**src/rtl/mwram_pkg.sv**
```systemverilog
package mwram_pkg;
  typedef enum logic [1:0] {
    RUW_OLD  = 2'd0,
    RUW_NEW  = 2'd1,
    RUW_DC_A = 2'd2,
    RUW_DC_B = 2'd3
  } ruw_e;
endpackage

```
**src/rtl/mwram_wr_align.sv**
```systemverilog
module mwram_wr_align #(
  parameter int WORD_W    = 32,
  parameter int WORD_AW   = 4,
  parameter int WR_K      = 2,
  parameter int WR_MASK_W = 2,
  localparam int WR_W     = WORD_W >> WR_K,
  localparam int WR_AW    = WORD_AW + WR_K,
  localparam int LANE_W   = WR_W / WR_MASK_W,
  localparam int SW       = (WR_K > 0) ? WR_K : 1
) (
  input  logic                 wr_en_i,
  input  logic [WR_AW-1:0]     wr_addr_i,
  input  logic [WR_W-1:0]      wr_data_i,
  input  logic [WR_MASK_W-1:0] wr_mask_i,
  output logic [WORD_AW-1:0]   word_addr_o,
  output logic [WORD_W-1:0]    bit_en_o,
  output logic [WORD_W-1:0]    data_o
);
  logic [SW-1:0]   slice;
  logic [WR_W-1:0] port_bits;
  logic [WORD_W-1:0] base;

  if (WR_K > 0) begin : g_sub
    assign slice       = wr_addr_i[WR_K-1:0];
    assign word_addr_o = wr_addr_i[WR_AW-1:WR_K];
  end else begin : g_full
    assign slice       = '0;
    assign word_addr_o = wr_addr_i;
  end

  for (genvar j = 0; j < WR_MASK_W; j++) begin : g_lane
    assign port_bits[j*LANE_W +: LANE_W] = {LANE_W{wr_mask_i[j]}};
  end

  always_comb begin
    base = '0;
    base[WR_W-1:0] = port_bits;
    bit_en_o = wr_en_i ? (base << (32'(slice) * WR_W)) : '0;
  end

  // same data replicated into every slice position
  assign data_o = {(1 << WR_K){wr_data_i}};
endmodule

```
**src/rtl/mwram_store.sv**
```systemverilog
module mwram_store #(
  parameter int WORD_W  = 32,
  parameter int DEPTH   = 16,
  localparam int WORD_AW = $clog2(DEPTH)
) (
  input  logic               clk_i,
  input  logic               rst_ni,
  input  logic [WORD_AW-1:0] wr_word_i,
  input  logic [WORD_W-1:0]  bit_en_i,
  input  logic [WORD_W-1:0]  data_i,
  input  logic [WORD_AW-1:0] rd_word_i,
  output logic [WORD_W-1:0]  rd_word_o
);
  logic [WORD_W-1:0] mem_q [DEPTH];

  always_ff @(posedge clk_i or negedge rst_ni) begin
    if (!rst_ni) begin
      for (int w = 0; w < DEPTH; w++) mem_q[w] <= '0;
    end else begin
      for (int w = 0; w < DEPTH; w++) begin
        if (wr_word_i == WORD_AW'(w))
          mem_q[w] <= (mem_q[w] & ~bit_en_i) | (data_i & bit_en_i);
      end
    end
  end

  assign rd_word_o = mem_q[rd_word_i];
endmodule

```
**src/rtl/mwram_rd_port.sv**
```systemverilog
module mwram_rd_port
  import mwram_pkg::*;
#(
  parameter int WORD_W  = 32,
  parameter int WORD_AW = 4,
  parameter int RD_K    = 1,
  localparam int RD_W   = WORD_W >> RD_K,
  localparam int RD_AW  = WORD_AW + RD_K,
  localparam int SW     = (RD_K > 0) ? RD_K : 1
) (
  input  logic               clk_i,
  input  logic               rst_ni,
  input  logic               rd_en_i,
  input  logic [RD_AW-1:0]   rd_addr_i,
  input  logic [1:0]         ruw_mode_i,
  input  logic [WORD_AW-1:0] wr_word_i,
  input  logic [WORD_W-1:0]  bit_en_i,
  input  logic [WORD_W-1:0]  wr_data_i,
  input  logic [WORD_W-1:0]  old_word_i,
  output logic [WORD_AW-1:0] rd_word_o,
  output logic [RD_W-1:0]    rd_data_o
);
  logic [SW-1:0]     slice;
  logic              collide;
  logic [WORD_W-1:0] merged, chosen;
  logic [RD_W-1:0]   rd_data_q;
  logic [RD_W-1:0]   cur_slice;

  if (RD_K > 0) begin : g_sub
    assign slice     = rd_addr_i[RD_K-1:0];
    assign rd_word_o = rd_addr_i[RD_AW-1:RD_K];
  end else begin : g_full
    assign slice     = '0;
    assign rd_word_o = rd_addr_i;
  end

  assign collide = (|bit_en_i) && (wr_word_i == rd_word_o);
  assign merged  = (old_word_i & ~bit_en_i) | (wr_data_i & bit_en_i);
  // don't-care modes fall back to old data
  assign chosen  = (collide && ruw_e'(ruw_mode_i) == RUW_NEW) ? merged : old_word_i;

  always_ff @(posedge clk_i or negedge rst_ni) begin
    if (!rst_ni)      rd_data_q <= '0;
    else if (rd_en_i) rd_data_q <= chosen[32'(slice)*RD_W +: RD_W];
  end

  assign rd_data_o = rd_data_q;
  assign cur_slice = old_word_i[32'(slice)*RD_W +: RD_W];


  rd_hold_chk: assert property (@(posedge clk_i) disable iff (!rst_ni)
    !rd_en_i |=> $stable(rd_data_o));


  ruw_old_chk: assert property (@(posedge clk_i) disable iff (!rst_ni)
    (rd_en_i && collide && ruw_e'(ruw_mode_i) == RUW_OLD) |=> rd_data_o == $past(cur_slice));


  ruw_new_chk: assert property (@(posedge clk_i) disable iff (!rst_ni)
    (rd_en_i && collide && ruw_e'(ruw_mode_i) == RUW_NEW) |=>
      ($stable(rd_addr_i) |-> rd_data_o == cur_slice));


  no_collide_chk: assert property (@(posedge clk_i) disable iff (!rst_ni)
    (rd_en_i && !collide) |=> rd_data_o == $past(cur_slice));
endmodule

```
**src/rtl/mwram_sdp.sv**
```systemverilog
module mwram_sdp #(
  parameter int WORD_W    = 32,
  parameter int DEPTH     = 16,
  parameter int WR_K      = 2,
  parameter int RD_K      = 1,
  parameter int WR_MASK_W = 2,
  localparam int WORD_AW  = $clog2(DEPTH),
  localparam int WR_W     = WORD_W >> WR_K,
  localparam int RD_W     = WORD_W >> RD_K,
  localparam int WR_AW    = WORD_AW + WR_K,
  localparam int RD_AW    = WORD_AW + RD_K
) (
  input  logic                 clk_i,
  input  logic                 rst_ni,
  input  logic                 wr_en_i,
  input  logic [WR_AW-1:0]     wr_addr_i,
  input  logic [WR_W-1:0]      wr_data_i,
  input  logic [WR_MASK_W-1:0] wr_mask_i,
  input  logic                 rd_en_i,
  input  logic [RD_AW-1:0]     rd_addr_i,
  input  logic [1:0]           ruw_mode_i,
  output logic [RD_W-1:0]      rd_data_o
);
  logic [WORD_AW-1:0] wr_word, rd_word;
  logic [WORD_W-1:0]  bit_en, wdata, old_word;

  mwram_wr_align #(
    .WORD_W(WORD_W), .WORD_AW(WORD_AW), .WR_K(WR_K), .WR_MASK_W(WR_MASK_W)
  ) u_align (
    .wr_en_i(wr_en_i), .wr_addr_i(wr_addr_i), .wr_data_i(wr_data_i),
    .wr_mask_i(wr_mask_i), .word_addr_o(wr_word), .bit_en_o(bit_en), .data_o(wdata)
  );

  mwram_store #(.WORD_W(WORD_W), .DEPTH(DEPTH)) u_store (
    .clk_i(clk_i), .rst_ni(rst_ni), .wr_word_i(wr_word), .bit_en_i(bit_en),
    .data_i(wdata), .rd_word_i(rd_word), .rd_word_o(old_word)
  );

  mwram_rd_port #(.WORD_W(WORD_W), .WORD_AW(WORD_AW), .RD_K(RD_K)) u_rd (
    .clk_i(clk_i), .rst_ni(rst_ni), .rd_en_i(rd_en_i), .rd_addr_i(rd_addr_i),
    .ruw_mode_i(ruw_mode_i), .wr_word_i(wr_word), .bit_en_i(bit_en),
    .wr_data_i(wdata), .old_word_i(old_word), .rd_word_o(rd_word), .rd_data_o(rd_data_o)
  );


  slice_width_chk: assert property (@(posedge clk_i) disable iff (!rst_ni)
    $countones(bit_en) <= WR_W);


  wr_idle_chk: assert property (@(posedge clk_i) disable iff (!rst_ni)
    !wr_en_i |-> bit_en == '0);


  mask_zero_chk: assert property (@(posedge clk_i) disable iff (!rst_ni)
    (wr_mask_i == '0) |-> bit_en == '0);
endmodule

```
**config.mk**
```make
export PLATFORM = sky130hd
export DESIGN_NAME = mwram_sdp
export DESIGN_NICKNAME = d
export VERILOG_FILES = /design/src/rtl/mwram_pkg.sv /design/src/rtl/mwram_wr_align.sv /design/src/rtl/mwram_store.sv /design/src/rtl/mwram_rd_port.sv /design/src/rtl/mwram_sdp.sv
export SDC_FILE = /design/constraint.sdc
export NUM_CORES = 1
export LEC_CHECK = 0
export BUFFER_PORTS_ARGS = -buffer_cell sky130_fd_sc_hd__buf_2
export CAP_MARGIN = 0
export CORE_ASPECT_RATIO = 1.75
export CORE_UTILIZATION = 60
export CTS_CLUSTER_SIZE = 30
export DETAILED_ROUTE_END_ITERATION = 12
export GPL_TIMING_DRIVEN = 0
export PLACE_DENSITY = 0.79
export SYNTH_ARGS = -nofsm -noshare
export SYNTH_HDL_FRONTEND = slang
export SYNTH_SLANG_ARGS = --single-unit
```
**constraint.sdc**
```tcl
create_clock -name clk_i -period 4.45 [get_ports clk_i]
set_input_delay 0.2225 -clock clk_i [delete_from_list [all_inputs] [get_ports clk_i]]
set_output_delay 0.2225 -clock clk_i [all_outputs]
set_load 0.03 [all_outputs]
```
== Word level (Yosys, flattened, before mapping) ==
Index checks and enable logic that the tools add are counted.

* Output and inout bits: 16
* Word-level logic and storage cells: 83
* Register bits: 528
* Input bits: 27

* Order comparisons: 1
* Mux-type cells: 5
* Shift operators: 2
* Bitwise gates (word level): 37
* Eq/ne operators: 17
* Reduce and logical (&&, ||, !) cells: 4

{| class="wikitable"
|+ Operator list
! operator !! count
|-
| bitwise AND 32 bit || 18
|-
| bitwise OR 32 bit || 17
|-
| binary-select mux 32 bit (select 4 bit) || 1
|-
| two-way mux 32 bit || 4
|-
| equality test 4 bit, second input constant || 8
|-
| NOT 32 bit || 1
|-
| OR reduction 32 bit || 1
|-
| variable part select 32 x 6 -> 16 bit || 1
|-
| left shift 8 x 5 -> 32 bit || 1
|-
| equality test 4 x 3 -> 1 bit, second input constant || 4
|-
| equality test 4 x 2 -> 1 bit, second input constant || 2
|-
| greater-or-equal comparator 5 bit, second input constant || 1
|-
| NOT 4 -> 5 bit || 1
|-
| equality test 4 x 1 -> 1 bit, second input constant || 1
|-
| equality test 4 bit || 1
|-
| zero test 4 bit || 1
|-
| equality test 2 x 1 -> 1 bit, second input constant || 1
|-
| logical AND 1 bit || 2
|}

== Longest topological paths before layout ==
* Depth after elaboration: 8
* Gate-level depth with buffers: 9
* Depth with buffers taken out: 5

== Hierarchy ==
From an unflattened synthesis, not the netlist that was laid out.

* Cells, all modules: 2213
* Area, all modules: 27908.0 um^2

{| class="wikitable"
|+ Modules (own cells, without submodules)
! module !! cells an instance !! instances !! sequential area each (um^2) !! area each (um^2)
|-
| mwram_store || 1982 || 1 || 12812.3 || 25954.9
|-
| mwram_rd_port || 163 || 1 || 400.4 || 1416.4
|-
| mwram_wr_align || 68 || 1 || 0.0 || 536.8
|}

== Worst setup path after synthesis ==
OpenSTA, ideal clock, no wires.

* Path kind: input to register
* Start: input port rd_addr_i[1]
* End: register u_rd.rd_data_q[3] (netlist: u_rd.rd_data_o[3])
* Setup slack: 2.498 ns
* Cell stages on the path: 8
* Library setup time: 0.124 ns
* Required time: 4.326 ns
* Buffers on the path: 3
* Arrival time: 1.828 ns
* Cells stage by stage: buf_6 buf_4 buf_2 mux4_2 a22oi_1 o21ai_0 a22oi_1 nand2_1

* Cells in the longest elaborated chain, start to end: 8
* Elaborated cells between the ends (all ways): 11
* Classes of those cells: eq/ne (1); shift (1); mux (4); bitwise (3); reduce/logical (2)

{| class="wikitable"
|+ Ends and longest elaborated chain
! what !! line !! source
|-
| start, declared || mwram_sdp.sv:20 || <nowiki>input logic [RD_AW-1:0] rd_addr_i,</nowiki>
|-
| NOT 4 -> 5 bit (implied by the code) || mwram_store.sv:27 || <nowiki>assign rd_word_o = mem_q[rd_word_i];</nowiki>
|-
| binary-select mux 32 bit (select 4 bit) || mwram_store.sv:27 ||
|-
| two-way mux 32 bit (implied by the code) (2 in series) || mwram_store.sv:27 ||
|-
| bitwise AND 32 bit || mwram_rd_port.sv:38 || <nowiki>assign merged = (old_word_i & ~bit_en_i) | (wr_data_i & bit_en_i);</nowiki>
|-
| bitwise OR 32 bit || mwram_rd_port.sv:38 ||
|-
| two-way mux 32 bit (*) || mwram_rd_port.sv:40 || <nowiki>assign chosen = (collide && ruw_e'(ruw_mode_i) == RUW_NEW) ? merged : old_word_i;</nowiki>
|-
| variable part select 32 x 6 -> 16 bit (*) || mwram_rd_port.sv:44 || <nowiki>else if (rd_en_i) rd_data_q <= chosen[32'(slice)*RD_W +: RD_W];</nowiki>
|-
| end signal, assigned || mwram_rd_port.sv:44 ||
|-
| end, declared || mwram_rd_port.sv:26 || <nowiki>logic [RD_W-1:0] rd_data_q;</nowiki>
|}

Mark *: on every way between the ends. The rest lies on a longest branch, timed or not. The select of a mux whose other input is x is not followed.
A chain may end at the register's enable or synchronous reset.

== Worst setup path in the final report ==
* Start: input port rd_addr_i[2]
* End: register u_rd.rd_data_q[15] (netlist: u_rd.rd_data_o[15])

The elaborated chain is that of the path after synthesis.

==> impl_metrics.csv <==
group,metric,value,unit
run_status,status,"complete, no violations",
power,seq_power_share,0.488,
sta,hold_violations,0,
sta,drv_slew,0,
synth,yosysWarnings,0,
cells_and_area,layout_commonest_cell,"dfrtp_1",
synth,synth_edf_count,0,
power,intPower,8260,uW
routing,maxUsedRoutingLayer,"met4",
run,maxCapViolCount,0,
floorplanning,die_width,155,um
placed_design,routabilityCongestion,1.02,
synth,syn_area_per_cell,14.6,um2
routing,vias,16200,
worst_setup_path,reg2regPathDepth,5,
floorplanning,die_h,270,um
cells_and_area,instances_no_fill,2363,
clocking,ctsResizeCount,0,
min_path,hp-start,"wr_data_i[0]",
clocking,clk_latency,0.58,ns
synth,synthDistinctLibCells,56,
cells_and_area,nets,1803,
synth,netlist_instances,1693,
synth,ys_seq_area_frac,0.535,
floorplanning,core-area,40700,um2
grt,gr-usage-all-layers,0.395,
min_path,hold_path.class,"primary input to flip-flop",
synth,synthesis.nets,1720,
clocking,cts_buffers,48,
synth,async_flop_share,1.00,
power,cellPowerDensity,406,nW/um2
power,switching_share,0.255,
worst_setup_path,critical_path_class,"primary input to flip-flop",
routing,drt-met1-wl,27.2,mm
synth,ys_ff_latch,528,
grt,grt_max_degree,133,
cells_and_area,layout_common_cells,"dfrtp_1 (528), mux2_2 (514), nand2_1 (124)",
worst_setup_path,cp-end-kind,"flip-flop",
routing,drtIter0Drc,1444,
clocking,clock-root-buffer,"clkbuf_16",
cells_and_area,area_growth,10.6,%
power,pwr-share-comb,0.122,
sta,hold_ws,0.121,ns
sta,period_minus_slack,2.87,ns
worst_setup_path,critPathArrivalTime,3.30,ns
worst_setup_path,regToRegSetupSlack,2.21,ns
routing,drc,0,
routing,wl_met3,4.80,mm
sta,tightest_slew,1.37,ns
routing,dr_wl_met2,38.6,mm
worst_setup_path,cp_max_fo,10,
routing,drt_pre_antenna_iters,8,
floorplanning,start_util,0.606,
sta,slew_headroom,0.0845,
cells_and_area,drive_above_1_share,0.440,
min_path,holdPathStages,4,
placed_design,post-place-cells,2275,
routing,route.antenna.remaining_nets,0,
sta,setup_tns,0,ns
power,p_clk_frac,0.390,
clocking,hold_buffers,1,
sta,finalSetupViolations,0,
routing,drt-wirelength-per-cell,33.7,um
clocking,clk_pin_slew,0.07,ns
worst_setup_path,timing.rr.end,"u_rd.rd_data_o[2]$_DFFE_PN0P_",
placed_design,hpwlAfterDp,56.1,mm
routing,drt-total-wl,79.7,mm
sta,fmax,0.349,GHz
floorplanning,io_pins,43,
worst_setup_path,startpoint_type,"primary input",
clocking,post_cts_buffers,0,
grt,grt.overflow.total,0,
sta,rsz0062_at_grt,"false",
synth,ys.flop_type,"dfrtp_1",
grt,antenna_found_initial,0,
power,peakVddDrop,0.382,mV
grt,grt_pass1_vias,17500,
synth,synth_area,24700,um2
sta,skew,0.0209,ns
clocking,clock_path_buffers,3,
grt,grt_first_pass_wirelength,115,mm
placed_design,portBuffers,27,
clocking,htree_levels,2,
routing,via_per_inst,6.84,
worst_setup_path,crit_required,4.88,ns
floorplanning,die_area,42000,um2
clocking,tritoncts,"built",
cells_and_area,postLayoutCoreUtil,0.670,
power,leakagePower,0.0128,uW
min_path,holdPathEnd,"u_rd.rd_data_o[8]$_DFFE_PN0P_",
power,p_sw,2830,uW
clocking,numClockSinks,528,
sta,period_share,0.644,
floorplanning,num_rows,98,
power,power.total,11100,uW
## metal layers
metal,vias up,GRT usage
met5,-,0
met1,8500,0.454
li1,6463,-
met4,0,0.371
met3,355,0.0603
met2,849,0.631
## cell type report
cell class                      instances  area, um2
Clock buffer                           68       1390
Tap cell                              550        688
Antenna cell                            1       2.50
Inverter                               12       45.0
Timing Repair Buffer                   33        273
Clock inverter                         18        239
Multi-Input combinational cell       1030      10900
Sequential cell                       528      13200
Buffer                                123        572
Fill cell                            2916      13400
## through the flow
| stage | setup WS [ns] | instance area (um2) |
|---|---|---|
| final | 1.58 | 27300 |
| after global routing | 1.65 | 27300 |
| after CTS | 1.71 | 27300 |
| after detailed placement | 1.10 | 25700 |
| after global placement | -6.89 | 25500 |
| after floorplan | 2.50 | 24700 |
## critical path, cell delays in order
cell and delay, ns:
buf_2 0.24, buf_2 0.59, buf_1 0.86, mux4_2 0.46
a22oi_1 0.30, o21ai_0 0.17, a22oi_1 0.28, o2111ai_1 0.15
## worst max path at each step
stage / startpoint / end / slack [ns] / cells past startpoint
6_report: rd_addr_i[2] / u_rd.rd_data_o[15]$_DFFE_PN0P_ / 1.58 / 8
5_1_grt: rd_addr_i[2] / u_rd.rd_data_o[15]$_DFFE_PN0P_ / 1.65 / 8
4_1_cts: rd_addr_i[2] / u_rd.rd_data_o[15]$_DFFE_PN0P_ / 1.71 / 8
3_5_place_dp: rd_addr_i[2] / u_rd.rd_data_o[15]$_DFFE_PN0P_ / 1.10 / 8
3_3_place_gp: rst_ni / asynchronous set/reset pin / -6.89 / 1
2_1_floorplan: rd_addr_i[1] / u_rd.rd_data_o[3]$_DFFE_PN0P_ / 2.50 / 8
## power by group through the flow
stage                     sequential (uW)  clock (uW)  combinational [uW]
after floorplan                      5440           0                 804
after global placement               5450           0                1270
after detailed placement             5480           0                1330
after CTS                            5400        4350                1340
after global routing                 5440        4520                1410
final                                5410        4330                1350
## cell families (layout without fill, tap and decap cells)
| family | count (synthesis) | after routing | share of synthesized area |
|---|---|---|---|
| DFF | 528 | 528 | 0.535 |
| buffers and inverters | 135 | 254 | 0.0250 |
| and+or+nand+nor | 255 | 255 | 0.0480 |
| other | 0 | 1 | 0 |
| muxes | 666 | 666 | 0.359 |
| AOI/OAI and AO/OA | 104 | 104 | 0.0308 |
| xor gates and xnor gates | 5 | 5 | 0.00177 |
## cell usage after synthesis, types with 4 or more instances
cell type / count / area (um2)
mux2i_1: 19 / 190
buf_2: 22 / 110
mux2_1: 10 / 113
nand4_1: 8 / 50.1
mux4_2: 123 / 2770
buf_6: 8 / 90.1
nand3_1: 11 / 55.1
a32oi_1: 5 / 43.8
buf_4: 6 / 45.0
a2111o_1: 4 / 45.0
nor2b_1: 6 / 37.5
o221ai_1: 5 / 43.8
or2_2: 5 / 31.3
buf_1: 5 / 18.8
nor2_1: 50 / 188
o21ai_1: 4 / 20.0
inv_1: 10 / 37.5
a22oi_1: 28 / 210
nand2b_1: 6 / 37.5
clkbuf_1: 82 / 308
nor3_1: 7 / 35.0
dfrtp_1: 528 / 13200
a211oi_1: 6 / 45.0
a31oi_1: 9 / 56.3
o21ai_0: 20 / 100
o211ai_1: 4 / 30.0
and2_1: 11 / 68.8
and3_1: 6 / 37.5
mux2_2: 514 / 5790
nand2_1: 124 / 465
Power figures use the tool's default switching activity.
